$ cat config.mk
export PLATFORM = sky130hd
export DESIGN_NAME = pll_mode_ctrl
export DESIGN_NICKNAME = d
export VERILOG_FILES = /design/src/rtl/pll_mode_pkg.sv /design/src/rtl/pmc_err_limit.sv /design/src/rtl/pmc_regain_timer.sv /design/src/rtl/pmc_mode_fsm.sv /design/src/rtl/pll_mode_ctrl.sv
export SDC_FILE = /design/constraint.sdc
export NUM_CORES = 1
export LEC_CHECK = 0
export ABC_CLOCK_PERIOD_IN_PS = 2100
export BUFFER_PORTS_ARGS = -buffer_cell sky130_fd_sc_hd__clkbuf_2
export CAP_MARGIN = 15
export CORE_UTILIZATION = 48
export DETAILED_ROUTE_END_ITERATION = 16
export GPL_TIMING_DRIVEN = 0
export PLACE_DENSITY_LB_ADDON = 0.3
export SLEW_MARGIN = 15
export SYNTH_ARGS = -nofsm -noshare
export SYNTH_HDL_FRONTEND = slang
export SYNTH_SLANG_ARGS = --single-unit
export TNS_END_PERCENT = 50
$ cat constraint.sdc
create_clock -name clk -period 2.1 [get_ports clk]
set_input_delay 0.105 -clock clk [delete_from_list [all_inputs] [get_ports clk]]
set_output_delay 0.105 -clock clk [all_outputs]
set_load 0.05 [all_outputs]
$ cat src/rtl/pll_mode_pkg.sv
package pll_mode_pkg;
  typedef enum logic [2:0] {
    MODE_FREE  = 3'b000,
    MODE_HOLD  = 3'b001,
    MODE_PRE   = 3'b010,
    MODE_PRE2  = 3'b011,
    MODE_LOCK  = 3'b100,
    MODE_LOST  = 3'b101
  } mode_e;
endpackage

$ cat src/rtl/pmc_err_limit.sv
module pmc_err_limit #(
  parameter int ERR_W      = 8,
  parameter int LIMIT_STEP = 16
) (
  input  logic [ERR_W-1:0] phase_err,
  input  logic [2:0]       limit_sel,
  output logic             over
);
  localparam int LW = ERR_W + 4;
  logic [LW-1:0] limit;

  always_comb begin
    limit = (LW'(limit_sel) + LW'(1)) * LW'(LIMIT_STEP);
    over  = LW'(phase_err) > limit;
  end

  always_comb begin
    assert_limit_range_R3: assert (limit >= LW'(LIMIT_STEP));
  end
endmodule

$ cat src/rtl/pmc_regain_timer.sv
module pmc_regain_timer #(
  parameter int TIMEOUT_TICKS = 100
) (
  input  logic clk,
  input  logic rst,
  input  logic run,
  input  logic tick,
  output logic expire
);
  localparam int CW = $clog2(TIMEOUT_TICKS + 1);
  localparam logic [CW-1:0] LAST = CW'(TIMEOUT_TICKS - 1);
  logic [CW-1:0] cnt;

  assign expire = run && tick && (cnt == LAST);

  always_ff @(posedge clk) begin
    if (rst || !run)   cnt <= '0;
    else if (expire)   cnt <= '0;
    else if (tick)     cnt <= cnt + CW'(1);
  end

  assert_no_overflow_R5: assert property (@(posedge clk) disable iff (rst)
    cnt <= LAST);
  assert_clear_idle_R4: assert property (@(posedge clk) disable iff (rst)
    !$past(run) |-> cnt == '0);
endmodule

$ cat src/rtl/pmc_mode_fsm.sv
module pmc_mode_fsm
  import pll_mode_pkg::*;
(
  input  logic       clk,
  input  logic       rst,
  input  logic       over,
  input  logic       expire,
  input  logic       lock_ok,
  input  logic       sel_ref_ok,
  input  logic       standby_ok,
  input  logic       ref_applied,
  input  logic       revert_en,
  input  logic       hi_prio_back,
  output logic [2:0] mode_o,
  output logic       lost_o,
  output logic       disq_o,
  output logic       freeze_o,
  output logic       prop_off_o
);
  mode_e cur, nxt;
  logic  disq_n;
  logic  revert;

  assign revert = revert_en && hi_prio_back;

  always_comb begin
    nxt    = cur;
    disq_n = 1'b0;
    unique case (cur)
      MODE_FREE: if (sel_ref_ok) nxt = MODE_PRE;
      MODE_PRE:  if (lock_ok) nxt = MODE_LOCK;
      MODE_PRE2: if (lock_ok) nxt = MODE_LOCK;
      MODE_LOCK: begin
        if (!sel_ref_ok)  nxt = MODE_HOLD;
        else if (revert)  nxt = MODE_PRE2;
        else if (over)    nxt = MODE_LOST;
      end
      MODE_LOST: begin
        if (lock_ok && !over) nxt = MODE_LOCK;
        else if (expire) begin
          disq_n = 1'b1;
          nxt    = standby_ok ? MODE_PRE2 : MODE_HOLD;
        end
      end
      MODE_HOLD: if (ref_applied || revert) nxt = MODE_PRE2;
      default:   nxt = MODE_FREE;
    endcase
  end

  always_ff @(posedge clk) begin
    if (rst) begin
      cur        <= MODE_FREE;
      disq_o     <= 1'b0;
      freeze_o   <= 1'b0;
      prop_off_o <= 1'b0;
    end else begin
      cur        <= nxt;
      disq_o     <= disq_n;
      freeze_o   <= (nxt == MODE_HOLD) && (cur != MODE_HOLD);
      prop_off_o <= (nxt == MODE_HOLD);
    end
  end

  assign mode_o = cur;
  assign lost_o = (cur == MODE_LOST);

  assert_disq_single_R5: assert property (@(posedge clk) disable iff (rst)
    disq_o |=> !disq_o);
  assert_disq_from_lost_R5: assert property (@(posedge clk) disable iff (rst)
    disq_o |-> $past(cur) == MODE_LOST);
  assert_freeze_entry_R10: assert property (@(posedge clk) disable iff (rst)
    freeze_o |-> (cur == MODE_HOLD) && ($past(cur) != MODE_HOLD));
  assert_prop_hold_R10: assert property (@(posedge clk) disable iff (rst)
    prop_off_o == (cur == MODE_HOLD));
  assert_lost_cause_R3: assert property (@(posedge clk) disable iff (rst)
    ($past(cur) == MODE_LOCK && cur == MODE_LOST) |-> $past(over));
  assert_timeout_exit_R6: assert property (@(posedge clk) disable iff (rst)
    disq_o |-> (cur == MODE_PRE2 || cur == MODE_HOLD));
endmodule

$ cat src/rtl/pll_mode_ctrl.sv
module pll_mode_ctrl #(
  parameter int ERR_W         = 8,
  parameter int LIMIT_STEP    = 16,
  parameter int TIMEOUT_TICKS = 100
) (
  input  logic             clk,
  input  logic             rst,
  input  logic [ERR_W-1:0] phase_err,
  input  logic [2:0]       err_limit_sel,
  input  logic             lock_ok,
  input  logic             sel_ref_ok,
  input  logic             standby_ok,
  input  logic             ref_applied,
  input  logic             revert_en,
  input  logic             hi_prio_back,
  input  logic             tb_tick,
  output logic [2:0]       mode,
  output logic             disq_pulse,
  output logic             freeze_stb,
  output logic             prop_off
);
  logic over, expire, lost;

  pmc_err_limit #(.ERR_W(ERR_W), .LIMIT_STEP(LIMIT_STEP)) u_limit (
    .phase_err (phase_err),
    .limit_sel (err_limit_sel),
    .over      (over)
  );

  pmc_regain_timer #(.TIMEOUT_TICKS(TIMEOUT_TICKS)) u_timer (
    .clk    (clk),
    .rst    (rst),
    .run    (lost),
    .tick   (tb_tick),
    .expire (expire)
  );

  pmc_mode_fsm u_fsm (
    .clk          (clk),
    .rst          (rst),
    .over         (over),
    .expire       (expire),
    .lock_ok      (lock_ok),
    .sel_ref_ok   (sel_ref_ok),
    .standby_ok   (standby_ok),
    .ref_applied  (ref_applied),
    .revert_en    (revert_en),
    .hi_prio_back (hi_prio_back),
    .mode_o       (mode),
    .lost_o       (lost),
    .disq_o       (disq_pulse),
    .freeze_o     (freeze_stb),
    .prop_off_o   (prop_off)
  );
endmodule

# Word-level counts from Yosys, hierarchy flattened
# Index checks and enable logic that the tools add are counted.
[word_totals]
latchBits = 0
word_cells = 41
reg_bits = 13
rom_bits = 0
ramBits = 0
n_memories = 0
[classes]
div = 0
shifts = 0
n_mux = 11
multipliers = 0
addsub = 2
magnitude_cmp = 1
bitwise_logic = 1
reduce_logical = 13
n_eq_ne = 8
[ops]
columns = ["cell", "count"]
rows = [
  ["$mux 3", 8],
  ["$pmux 3 s5", 1],
  ["$gt 8x12->1", 1],
  ["$add 7x1->7 const B", 1],
  ["$eq 7x7->1 const B", 1],
  ["$eq 3x1->1 const B", 2],
  ["$eq 3x2->1 const B", 2],
  ["$eq 3x3->1 const B", 2],
  ["$logic_and 1x1->1", 5],
  ["$add 3x1->4 const B", 1],
  ["$reduce_or 2->1", 2],
  ["$logic_not 3->1", 1],
  ["$ne 3x1->1 const B", 1],
  ["$reduce_or 3->1", 1],
  ["$logic_not 1->1", 2],
  ["$logic_or 1x1->1", 2],
  ["$mux 2", 1],
  ["$mux 1", 1],
  ["$not 1->1", 1],
]

# Longest topological paths before layout
# Gate-level depths: netlist of the first run.
[logic_depth]
depth_word = 8
depth_mapped = 8

# Cells and area by module
# A second synthesis of the first run with hierarchy kept.
[unflattened]
cells_unflattened = 85
area_unflattened_um2 = 750.7
[modules_own_cells]
columns = ["mod", "seq_area_each_um2", "cells_per_inst", "instances", "area_per_inst_um2"]
rows = [
  ["pmc_regain_timer", 140.1, 35, 1, 311.5],
  ["pmc_mode_fsm", 120.1, 33, 1, 300.3],
  ["pmc_err_limit", 0.0, 17, 1, 138.9],
]

# Worst setup path after synthesis of the first run
# No wires, ideal clock.
[synth_path]
path_type = "input -> register"
from = "input port err_limit_sel[0]"
to = "register u_fsm.freeze_o"
arrival_time_ns = 1.672
setup_ns = 0.088
stages = 8
path_buffers = 0
setup_slack_ns = 0.340
cell_sequence = "ha_1 -> inv_1 -> ha_1 -> nor4b_1 -> and3_2 -> a31oi_1 -> a31o_2 -> a311oi_2"
[synth_via]
elab_chain_len = 8
[synth_lines]
columns = ["item", "line", "source"]
rows = [
  ["from (decl)", "pll_mode_ctrl.sv:9", "input logic [2:0] err_limit_sel,"],
  ["$add 3x1->4 *", "pmc_err_limit.sv:13", "limit = (LW'(limit_sel) + LW'(1)) * LW'(LIMIT_STEP);"],
  ["$gt 8x12->1 *", "pmc_err_limit.sv:14", "over = LW'(phase_err) > limit;"],
  ["$mux 3 or $logic_not 1->1 (tied branches)", "pmc_mode_fsm.sv:36, pmc_mode_fsm.sv:39", ""],
  ["$mux 3 or $logic_and 1x1->1 (tied branches)", "pmc_mode_fsm.sv:35, pmc_mode_fsm.sv:39", ""],
  ["$mux 3, on equally long branches", "pmc_mode_fsm.sv:34, pmc_mode_fsm.sv:39", ""],
  ["$pmux 3 s5 *", "pmc_mode_fsm.sv:29", "unique case (cur)"],
  ["$eq 3x1->1 *", "pmc_mode_fsm.sv:59", "freeze_o <= (nxt == MODE_HOLD) && (cur != MODE_HOLD);"],
  ["$logic_and 1x1->1 *", "pmc_mode_fsm.sv:59", ""],
  ["to (signal assigned)", "pmc_mode_fsm.sv:59", ""],
  ["to (decl)", "pmc_mode_fsm.sv:17", "output logic freeze_o,"],
]
# Every way passes the cells marked *; elsewhere a longest branch is shown, timed or not.
# A chain may end at the register's enable or synchronous reset.

# Worst setup path in the final report of the first run
# Ends and elaborated chain as after synthesis.

==> out/results.tsv, run 1 <==
metric	value	unit
track_usage	18.71	%
io_pins	26	
arrival	1.96	ns
htree_levels	1	
drive_gt1_share	31.90	%
ys_types	39	
maxSlewHeadroom	74.02	%
syn_inst	88	
overflow	0	
synth_nets	114	
start_kind	primary input	
timing.hold.ws	0.04981	ns
finalCriticalPeriod	1.765	ns
final_max_slew_viol_count	0	
post-route-period-util	84.06	%
drt-initial-drc-count	1	
layout_common_cells	24 x clkbuf_2, 13 x dfxtp_1, 9 x nor2_1	
final_nets	143	
cts_tree	yes	
grt_pass1_vias	619	
crit_buf_inv	2	
cp_slowest_stage_delay	0.31	ns
cts_setup_buffers	0	
cts_made_buffers	3	
ys_seq_area_share	32.70	%
worstMarginPinSlew	0.3880	ns
initial_core_util	52.22	%
cp_cell_sequence	clkbuf_2, ha_1, inv_1, ha_1, nor4b_1, and3_2, a31oi_1, a31o_2, a311oi_2	
wirelength	1514	µm
finalHoldViolCount	0	
critical_path_class	in2reg	
fin_cells	132	
clk_latency	0.27	ns
final_common_cell	clkbuf_2	
fmax	566.5	MHz
hold_buffers	0	
ir_drop	0.0004094	V
num_rows	14	
first_pass_iters	2	
maxCapViolCount	0	
place_inst	128	
rsz0062_at_grt	no	
cts_buffer_depth	2	
core_area	1524	µm²
dp_hpwl	1201	µm
antenna_found_initial	0	
hold_path_class	in2reg	
ctsResizeCount	0	
globalplace.congestion	0.7962	
setup-tns-final	0	ns
die_h	42.72	µm
path_delay_family	compound AO/OA/AOI/OAI gates	
setup_viol	0	
place_area	935.9	µm²
clock-sinks	13	
r2r_slack	0.48	ns
cts_root_buf	clkbuf_4	
vias	700	
grt_max_degree	9	
antenna_left	0	
clk_pin_slew	0.07	ns
crit_fanout	3	
status	finished clean	
syn_avg_cell_area	9.043	µm²
crit_slowest_cell	a31o_2	
place_ws	0.03429	ns
p_leak	0.4164	nW
syn_area	795.8	µm²
fin_skew	0.003755	ns
powerDensity	529.3	nW/µm²
p_total	509.3	µW
drc	0	
wl_per_cell	11.47	µm
final_area	962.2	µm²
grt_first_pass_wirelength	2456	µm
synth_warnings	0	
crit_required	2.29	ns
crit_top_cell	ha_1	
areaGrowthSynthToFinish	20.91	%
die_x	42.72	µm
worstSetupEndpointType	flip-flop	
io_buffers	24	
final.setup.worst_slack	0.3346	ns
final_util	63.14	%
die_area	1825	µm²
vias_per_cell	5.303	
synth-seq-cells	13	
antenna_cells	0	
==> worst paths after layout <==
kind                            cells after the start                           to                        start
worst max-delay path                                9    u_fsm.freeze_o$_SDFF_PP0_             err_limit_sel[0]
worst min-delay path                                2      u_fsm.disq_o$_SDFF_PP0_                          rst
worst max register to register                      5  u_timer.cnt[5]$_SDFFE_PP0P_  u_timer.cnt[3]$_SDFFE_PP0P_
worst min register to register                      2  u_timer.cnt[6]$_SDFFE_PP0P_  u_timer.cnt[6]$_SDFFE_PP0P_
==> cell families after synthesis <==
logic type      share of synthesized area (%)
simple gates                            25.79
compound gates                          16.98
flops                                   32.70
buf+inv                                 4.873
xor+xnor                                7.705
fa+ha+maj                               10.69
mux                                     1.258
==> worst reg2reg max path, cell delays in order, from the launching register on <==
cell and delay [ns]:
dfxtp_1 0.35, or4b_4 0.55, nor3_4 0.25, or3_1 0.13, buf_2 0.16, nor2_1 0.06
==> power breakdown <==
group	internal, mW	switching (mW)	total [mW]	leakage (nW)
sequential	0.250	0.00736	0.258	0.105
clock	0.0736	0.0798	0.153	0.0150
combinational	0.0446	0.0536	0.0982	0.296
total	0.369	0.141	0.509	0.416
==> final cells by class <==
| class | count | area [µm²] |
|---|---|---|
| inverter | 6 | 22.52 |
| clock buffer | 4 | 26.28 |
| sequential | 13 | 260.3 |
| buffer | 2 | 16.27 |
| tap | 16 | 20.02 |
| fill | 147 | 561.8 |
| multi-input combinational | 67 | 496.7 |
| timing repair buffer | 24 | 120.1 |
==> sequential cells by signal, indices dropped and copies added, names as in the netlist <==
register and cells:
u_timer.cnt 7, u_fsm.prop_off_o 1, u_fsm.mode_o 3, u_fsm.disq_o 1, u_fsm.freeze_o 1
==> synth_stat cells <==
cell type  instances  area share, %
a21boi_0           2            1.9
o21a_1             1           0.94
nor3_4             1            2.0
nand2_1            2           0.94
mux2i_1            1            1.3
nor2_1             9            4.2
and3_2             1           0.94
nand3_1            5            3.1
buf_6              1            1.4
nor4b_1            1            1.1
a32oi_1            1            1.1
buf_2              1           0.63
nor3_1             1           0.63
nor3b_1            2            1.9
o211ai_1           2            1.9
maj3_1             1            1.3
o31ai_1            1           0.94
nor2b_1            1           0.79
a311oi_2           1            1.9
o21ai_0            2            1.3
or4b_4             1            1.7
xnor2_1            4            4.4
a31oi_1            1           0.79
nand2b_1           2            1.6
a31o_2             1            1.1
or3_1              1           0.79
and2_1             1           0.79
a21o_1             1           0.94
or2_2              2            1.6
xor2_1             3            3.3
nand4_1            2            1.6
nand2_2            1           0.79
and4b_1            1            1.3
dfxtp_1           13             33
a221oi_1           1            1.1
ha_1               6            9.4
a22oi_1            2            1.9
a21oi_1            2            1.3
inv_1              6            2.8
==> per-layer routing <==
metal	track usage, %	share of wire [%]	vias up	wire length, µm
li1	-	-	375	-
met1	19.57	45	309	675
met2	31.82	50	14	754
met3	6.383	4.4	2	66
met4	11.25	1.2	0	18
met5	0	0	-	0
No activity file was read; power rests on OpenSTA's default activity.
==> inputs of run 2 (changes only) <==
--- a/config.mk
+++ b/config.mk
@@ -5,7 +5,7 @@
 export SDC_FILE = /design/constraint.sdc
 export NUM_CORES = 1
 export LEC_CHECK = 0
-export ABC_CLOCK_PERIOD_IN_PS = 2100
+export ABC_CLOCK_PERIOD_IN_PS = 1830
 export BUFFER_PORTS_ARGS = -buffer_cell sky130_fd_sc_hd__clkbuf_2
 export CAP_MARGIN = 15
 export CORE_UTILIZATION = 48
==> constraint.sdc (replaced) <==
create_clock -name clk -period 1.83 [get_ports clk]
set_input_delay 0.0915 -clock clk [delete_from_list [all_inputs] [get_ports clk]]
set_output_delay 0.0915 -clock clk [all_outputs]
set_load 0.05 [all_outputs]
==> out/results.tsv, run 2 (synthesis results as in run 1) <==
metric	value	unit	change
p_leak	0.4183	nW	was 0.4164 nW
worstMarginPinSlew	0.3390	ns	was 0.3880 ns
drt-initial-drc-count	5		was 1
initial_core_util	52.22	%	unchanged
io_pins	26		unchanged
critical_path_class	in2reg		unchanged
status	finished clean		unchanged
final_util	63.96	%	was 63.14%
cts_made_buffers	3		unchanged
overflow	0		unchanged
cts_tree	yes		unchanged
final_nets	143		unchanged
wirelength	1614	µm	was 1514 µm
core_area	1524	µm²	unchanged
htree_levels	1		unchanged
cp.depth	9		unchanged
top_register	u_timer.cnt		unchanged
die_h	42.72	µm	unchanged
grt_pass1_vias	619		unchanged
rr_worst_depth	5		unchanged
ir_drop	0.0004697	V	was 0.0004094 V
num_rows	14		unchanged
arrival	1.85	ns	was 1.96 ns
powerDensity	607.4	nW/µm²	was 529.3 nW/µm²
crit_slowest_cell	a31o_2		unchanged
antenna_cells	0		unchanged
cts_root_buf	clkbuf_4		unchanged
p_total	592.0	µW	was 509.3 µW
hold_buffers	0		unchanged
crit_path_end	u_fsm.freeze_o$_SDFF_PP0_		unchanged
fin_skew	0.001989	ns	was 0.003755 ns
use_met2	31.82	%	unchanged
clk_pin_slew	0.08	ns	was 0.07 ns
cp_cell_sequence	clkbuf_2, ha_1, inv_1, ha_1, nor2b_1, o211ai_1, a31oi_2, a31o_2, a311oi_2		was clkbuf_2, ha_1, inv_1, ha_1, nor4b_1, and3_2, a31oi_1, a31o_2, a311oi_2
drive_gt1_share	33.62	%	was 31.90%
clock-sinks	13		unchanged
worstSetupEndpointType	flip-flop		unchanged
fmax	604.2	MHz	
place_area	935.9	µm²	unchanged
finalCriticalPeriod	1.655	ns	
finalHoldViolCount	0		unchanged
vias	720		was 700
r2r_slack	0.21	ns	was 0.48 ns
crit_buf_inv	2		unchanged
io_buffers	24		unchanged
clk_latency	0.28	ns	was 0.27 ns
crit_start	err_limit_sel[0]		unchanged
maxSlewHeadroom	77.40	%	was 74.02%
vias_per_cell	5.455		was 5.303
rr_startpoint	u_timer.cnt[3]$_SDFFE_PP0P_		unchanged
fin_cells	132		unchanged
areaGrowthSynthToFinish	22.48	%	was 20.91%
final_max_slew_viol_count	0		unchanged
drc	0		unchanged
globalplace.congestion	0.7962		unchanged
post-route-period-util	90.45	%	
start_kind	primary input		unchanged
crit_fanout	3		unchanged
crit_top_cell	ha_1		unchanged
hold_path_class	in2reg		unchanged
layout_common_cells	24 x clkbuf_2, 13 x dfxtp_1, 9 x nor2_1		unchanged
grt_max_degree	9		unchanged
antenna_found_initial	0		unchanged
cts_buffer_depth	2		unchanged
grt_first_pass_wirelength	2456	µm	unchanged
place_inst	128		unchanged
dp_hpwl	1201	µm	unchanged
wl_per_cell	12.23	µm	was 11.47 µm
maxCapViolCount	0		unchanged
ctsResizeCount	0		unchanged
cts_setup_buffers	0		unchanged
track_usage	18.71	%	unchanged
largest_register_ffs	7		unchanged
final_common_cell	clkbuf_2		unchanged
rsz0062_at_grt	no		unchanged
final_area	974.7	µm²	was 962.2 µm²
cp_slowest_stage_delay	0.30	ns	was 0.31 ns
first_pass_iters	2		unchanged
path_delay_family	compound AO/OA/AOI/OAI gates		unchanged
die_x	42.72	µm	unchanged
crit_required	2.03	ns	was 2.29 ns
met1_usage	19.57	%	unchanged
antenna_left	0		unchanged
die_area	1825	µm²	unchanged
grt.busiest_layer	met2		unchanged
grtUsageMet3	6.383	%	unchanged
r2r-end	u_timer.cnt[0]$_SDFFE_PP0P_		was u_timer.cnt[5]$_SDFFE_PP0P_
setup_viol	0		unchanged
## run 2: cell count changes in the layout (fill, tap and decap cells not counted)
cell | previous run | this run
a31oi_1 | 1 | 0
a31oi_2 | 0 | 1
nor4b_1 | 1 | 0
nor4b_2 | 0 | 1
## run 2: area by class of cell
| cell class | count | area [µm²] |
|---|---|---|
| tap | 16 | 20.02 |
| buffer | 2 | 16.27 |
| timing repair buffer | 24 | 120.1 |
| multi-input combinational | 67 | 509.2 |
| fill | 146 | 549.3 |
| sequential | 13 | 260.3 |
| inverter | 6 | 22.52 |
| clock buffer | 4 | 26.28 |
## run 2: worst min-delay path by stage
stage          start                       to  slack, ns  depth (start not counted)
2_1_floorplan    rst  u_fsm.disq_o$_SDFF_PP0_       0.17                          1
3_3_place_gp     rst  u_fsm.disq_o$_SDFF_PP0_       0.31                          2
3_5_place_dp     rst  u_fsm.disq_o$_SDFF_PP0_       0.32                          2
4_1_cts          rst  u_fsm.disq_o$_SDFF_PP0_       0.02                          2
5_1_grt          rst  u_fsm.disq_o$_SDFF_PP0_       0.03                          2
6_report         rst  u_fsm.disq_o$_SDFF_PP0_       0.03                          2
## run 2: metal layers
layer | up-vias | part of all wire, %
met3 | 5 | 4.2
li1 | 375 | -
met1 | 325 | 43
met4 | 0 | 2.0
met2 | 15 | 51
met5 | - | 0
## run 2: worst reg2reg max path: stages, from the launching register on
cell	delay (ns)
dfxtp_1	0.35
or4b_4	0.55
nor3_4	0.25
or3_1	0.13
buf_2	0.16
nor2_1	0.06
## run 2: where the power goes
group          internal, mW  switching, mW
logic                0.0530         0.0643
clock network        0.0846         0.0944
registers             0.287        0.00841
## run 2: stage by stage
| stage | TNS [ns] | hold WS [ns] | worst slack, ns |
|---|---|---|---|
| floorplan | 0 | 0.1689 | 0.08358 |
| global placement | -0.4992 | 0.3145 | -0.1649 |
| detailed placement | -0.6608 | 0.3223 | -0.2222 |
| CTS | 0 | 0.02321 | 0.07117 |
| global route | 0 | 0.02724 | 0.06582 |
| finish | 0 | 0.02883 | 0.1748 |
==> inputs of run 3 (changes only) <==
--- a/config.mk
+++ b/config.mk
@@ -8,7 +8,9 @@
 export ABC_CLOCK_PERIOD_IN_PS = 1830
 export BUFFER_PORTS_ARGS = -buffer_cell sky130_fd_sc_hd__clkbuf_2
 export CAP_MARGIN = 15
-export CORE_UTILIZATION = 48
+export CELL_PAD_IN_SITES_DETAIL_PLACEMENT = 0
+export CELL_PAD_IN_SITES_GLOBAL_PLACEMENT = 1
+export CORE_UTILIZATION = 35
 export DETAILED_ROUTE_END_ITERATION = 16
 export GPL_TIMING_DRIVEN = 0
 export PLACE_DENSITY_LB_ADDON = 0.3
==> out/results.tsv, run 3 (synthesis results as in run 1) <==
metric	value	unit	change
register_area	260.3	µm²	unchanged
fin_cells	143		was 132
globalplace.congestion	0.7608		was 0.7962
final_common_cell	clkbuf_2		unchanged
io_pins	26		unchanged
rr_startpoint	u_timer.cnt[3]$_SDFFE_PP0P_		unchanged
drc	0		unchanged
maxSlewHeadroom	76.41	%	was 77.40%
htree_levels	1		unchanged
final_util	48.10	%	was 63.96%
fin_skew	0.001732	ns	was 0.001989 ns
clk_pin_slew	0.08	ns	about the same
cts_made_buffers	3		unchanged
setup_viol	0		unchanged
die_x	49.68	µm	was 42.72 µm
arrival	1.89	ns	was 1.85 ns
dp_hpwl	1199	µm	was 1201 µm
hold_depth	2		unchanged
maxCapViolCount	0		unchanged
crit_fanout	3		unchanged
p_leak	0.4178	nW	was 0.4183 nW
grt_pass1_vias	648		was 619
status	finished clean		unchanged
die_area	2468	µm²	was 1825 µm²
finalCriticalPeriod	1.694	ns	was 1.655 ns
largest_register_ffs	7		unchanged
post-route-period-util	92.54	%	was 90.45%
track_usage	14.08	%	was 18.71%
final.setup.worst_slack	0.1365	ns	was 0.1748 ns
first_pass_iters	3		was 2
hold_buffers	0		unchanged
start_kind	primary input		unchanged
top_register	u_timer.cnt		unchanged
overflow	0		unchanged
vias_per_cell	5.042		was 5.455
multi_input_area	503.0	µm²	was 509.2 µm²
final_max_slew_viol_count	0		unchanged
holdCritStartpoint	rst		unchanged
place_ws	-0.2043	ns	was -0.2222 ns
fillCellCount	229		was 146
worstSetupEndpointType	flip-flop		unchanged
cts_tree	yes		unchanged
grt_first_pass_wirelength	2628	µm	was 2456 µm
io_buffers	24		unchanged
die_h	49.68	µm	was 42.72 µm
place_inst	139		was 128
antenna_found_initial	0		unchanged
worstMarginPinSlew	0.3522	ns	was 0.3390 ns
r2r_slack	0.20	ns	was 0.21 ns
final_nets	143		unchanged
critical_path_class	in2reg		unchanged
r2r-end	u_timer.cnt[1]$_SDFFE_PP0P_		was u_timer.cnt[0]$_SDFFE_PP0P_
vias	721		was 720
layout_common_cells	24 x clkbuf_2, 13 x dfxtp_1, 9 x nor2_1		unchanged
powerDensity	602.6	nW/µm²	was 607.4 nW/µm²
drive_gt1_share	32.76	%	was 33.62%
cts_buffer_depth	2		unchanged
finalHoldViolCount	0		unchanged
antenna_cells	0		unchanged
core_area	2042	µm²	was 1524 µm²
hold-path-endpoint	u_fsm.disq_o$_SDFF_PP0_		unchanged
crit_required	2.03	ns	about the same
antenna_left	0		unchanged
drt-initial-drc-count	11		was 5
clk_latency	0.28	ns	about the same
hold_path_class	in2reg		unchanged
wl_per_cell	10.57	µm	was 12.23 µm
fmax	590.5	MHz	was 604.2 MHz
num_rows	16		was 14
cts_setup_buffers	0		unchanged
clock-sinks	13		unchanged
p_total	591.9	µW	was 592.0 µW
wirelength	1511	µm	was 1614 µm
cts_root_buf	clkbuf_4		unchanged
ctsResizeCount	0		unchanged
grt_max_degree	9		unchanged
areaGrowthSynthToFinish	23.43	%	was 22.48%
initial_core_util	38.97	%	was 52.22%
ir_drop	0.0003197	V	was 0.0004697 V
rr_worst_depth	5		unchanged
rsz0062_at_grt	no		unchanged
run 3: layout make-up:
class                           instances  area share [%]
Buffer                                  2           1.656
Inverter                                6           2.293
Timing Repair Buffer                   24           12.23
Tap cell                               27           3.439
Clock buffer                            4           2.675
Sequential cell                        13           26.50
Multi-Input combinational cell         67           51.21
run 3: how the worst max path moves through the flow:
stage / from / end / slack, ns / depth (start not counted)
2_1_floorplan: err_limit_sel[0] / u_fsm.freeze_o$_SDFF_PP0_ / 0.08 / 8
3_3_place_gp: err_limit_sel[0] / u_fsm.freeze_o$_SDFF_PP0_ / -0.19 / 9
3_5_place_dp: err_limit_sel[0] / u_fsm.freeze_o$_SDFF_PP0_ / -0.20 / 9
4_1_cts: err_limit_sel[0] / u_fsm.freeze_o$_SDFF_PP0_ / 0.07 / 9
5_1_grt: err_limit_sel[0] / u_fsm.prop_off_o$_SDFF_PP0_ / 0.03 / 9
6_report: err_limit_sel[0] / u_fsm.prop_off_o$_SDFF_PP0_ / 0.14 / 9
run 3: worst max-delay path: stages:
cell and delay [ns]:
clkbuf_2 0.10, ha_1 0.21, xnor2_1 0.12, ha_1 0.28
and4b_1 0.22, and3_2 0.21, a31oi_1 0.30, a21o_1 0.18
nor3b_1 0.18
run 3: power breakdown:
part	internal, mW	leakage, nW	switching [mW]
combinational	0.0516	0.298	0.0617
clock	0.0846	0.0150	0.0984
sequential	0.287	0.105	0.00828
total	0.423	0.418	0.168
run 3: per-layer routing:
layer / vias up / part of all wire, % / wire length [µm] / GRT usage (%)
met5: - / 0 / 0 / 0
met1: 329 / 48 / 731 / 17.23
met4: 0 / 0 / 0 / 4.286
met2: 18 / 46 / 688 / 20.95
li1: 374 / - / - / -
met3: 0 / 6.0 / 90 / 7.716
run 3: through the flow:
stage	hold slack [ns]	TNS (ns)	cell area, µm²
floorplan	0.1689	0	795.8
global placement	0.3236	-0.6369	949.7
detailed placement	0.3252	-0.6476	949.7
CTS	0.02598	0	975.9
global route	0.04202	0	982.2
finish	0.02607	0	982.2
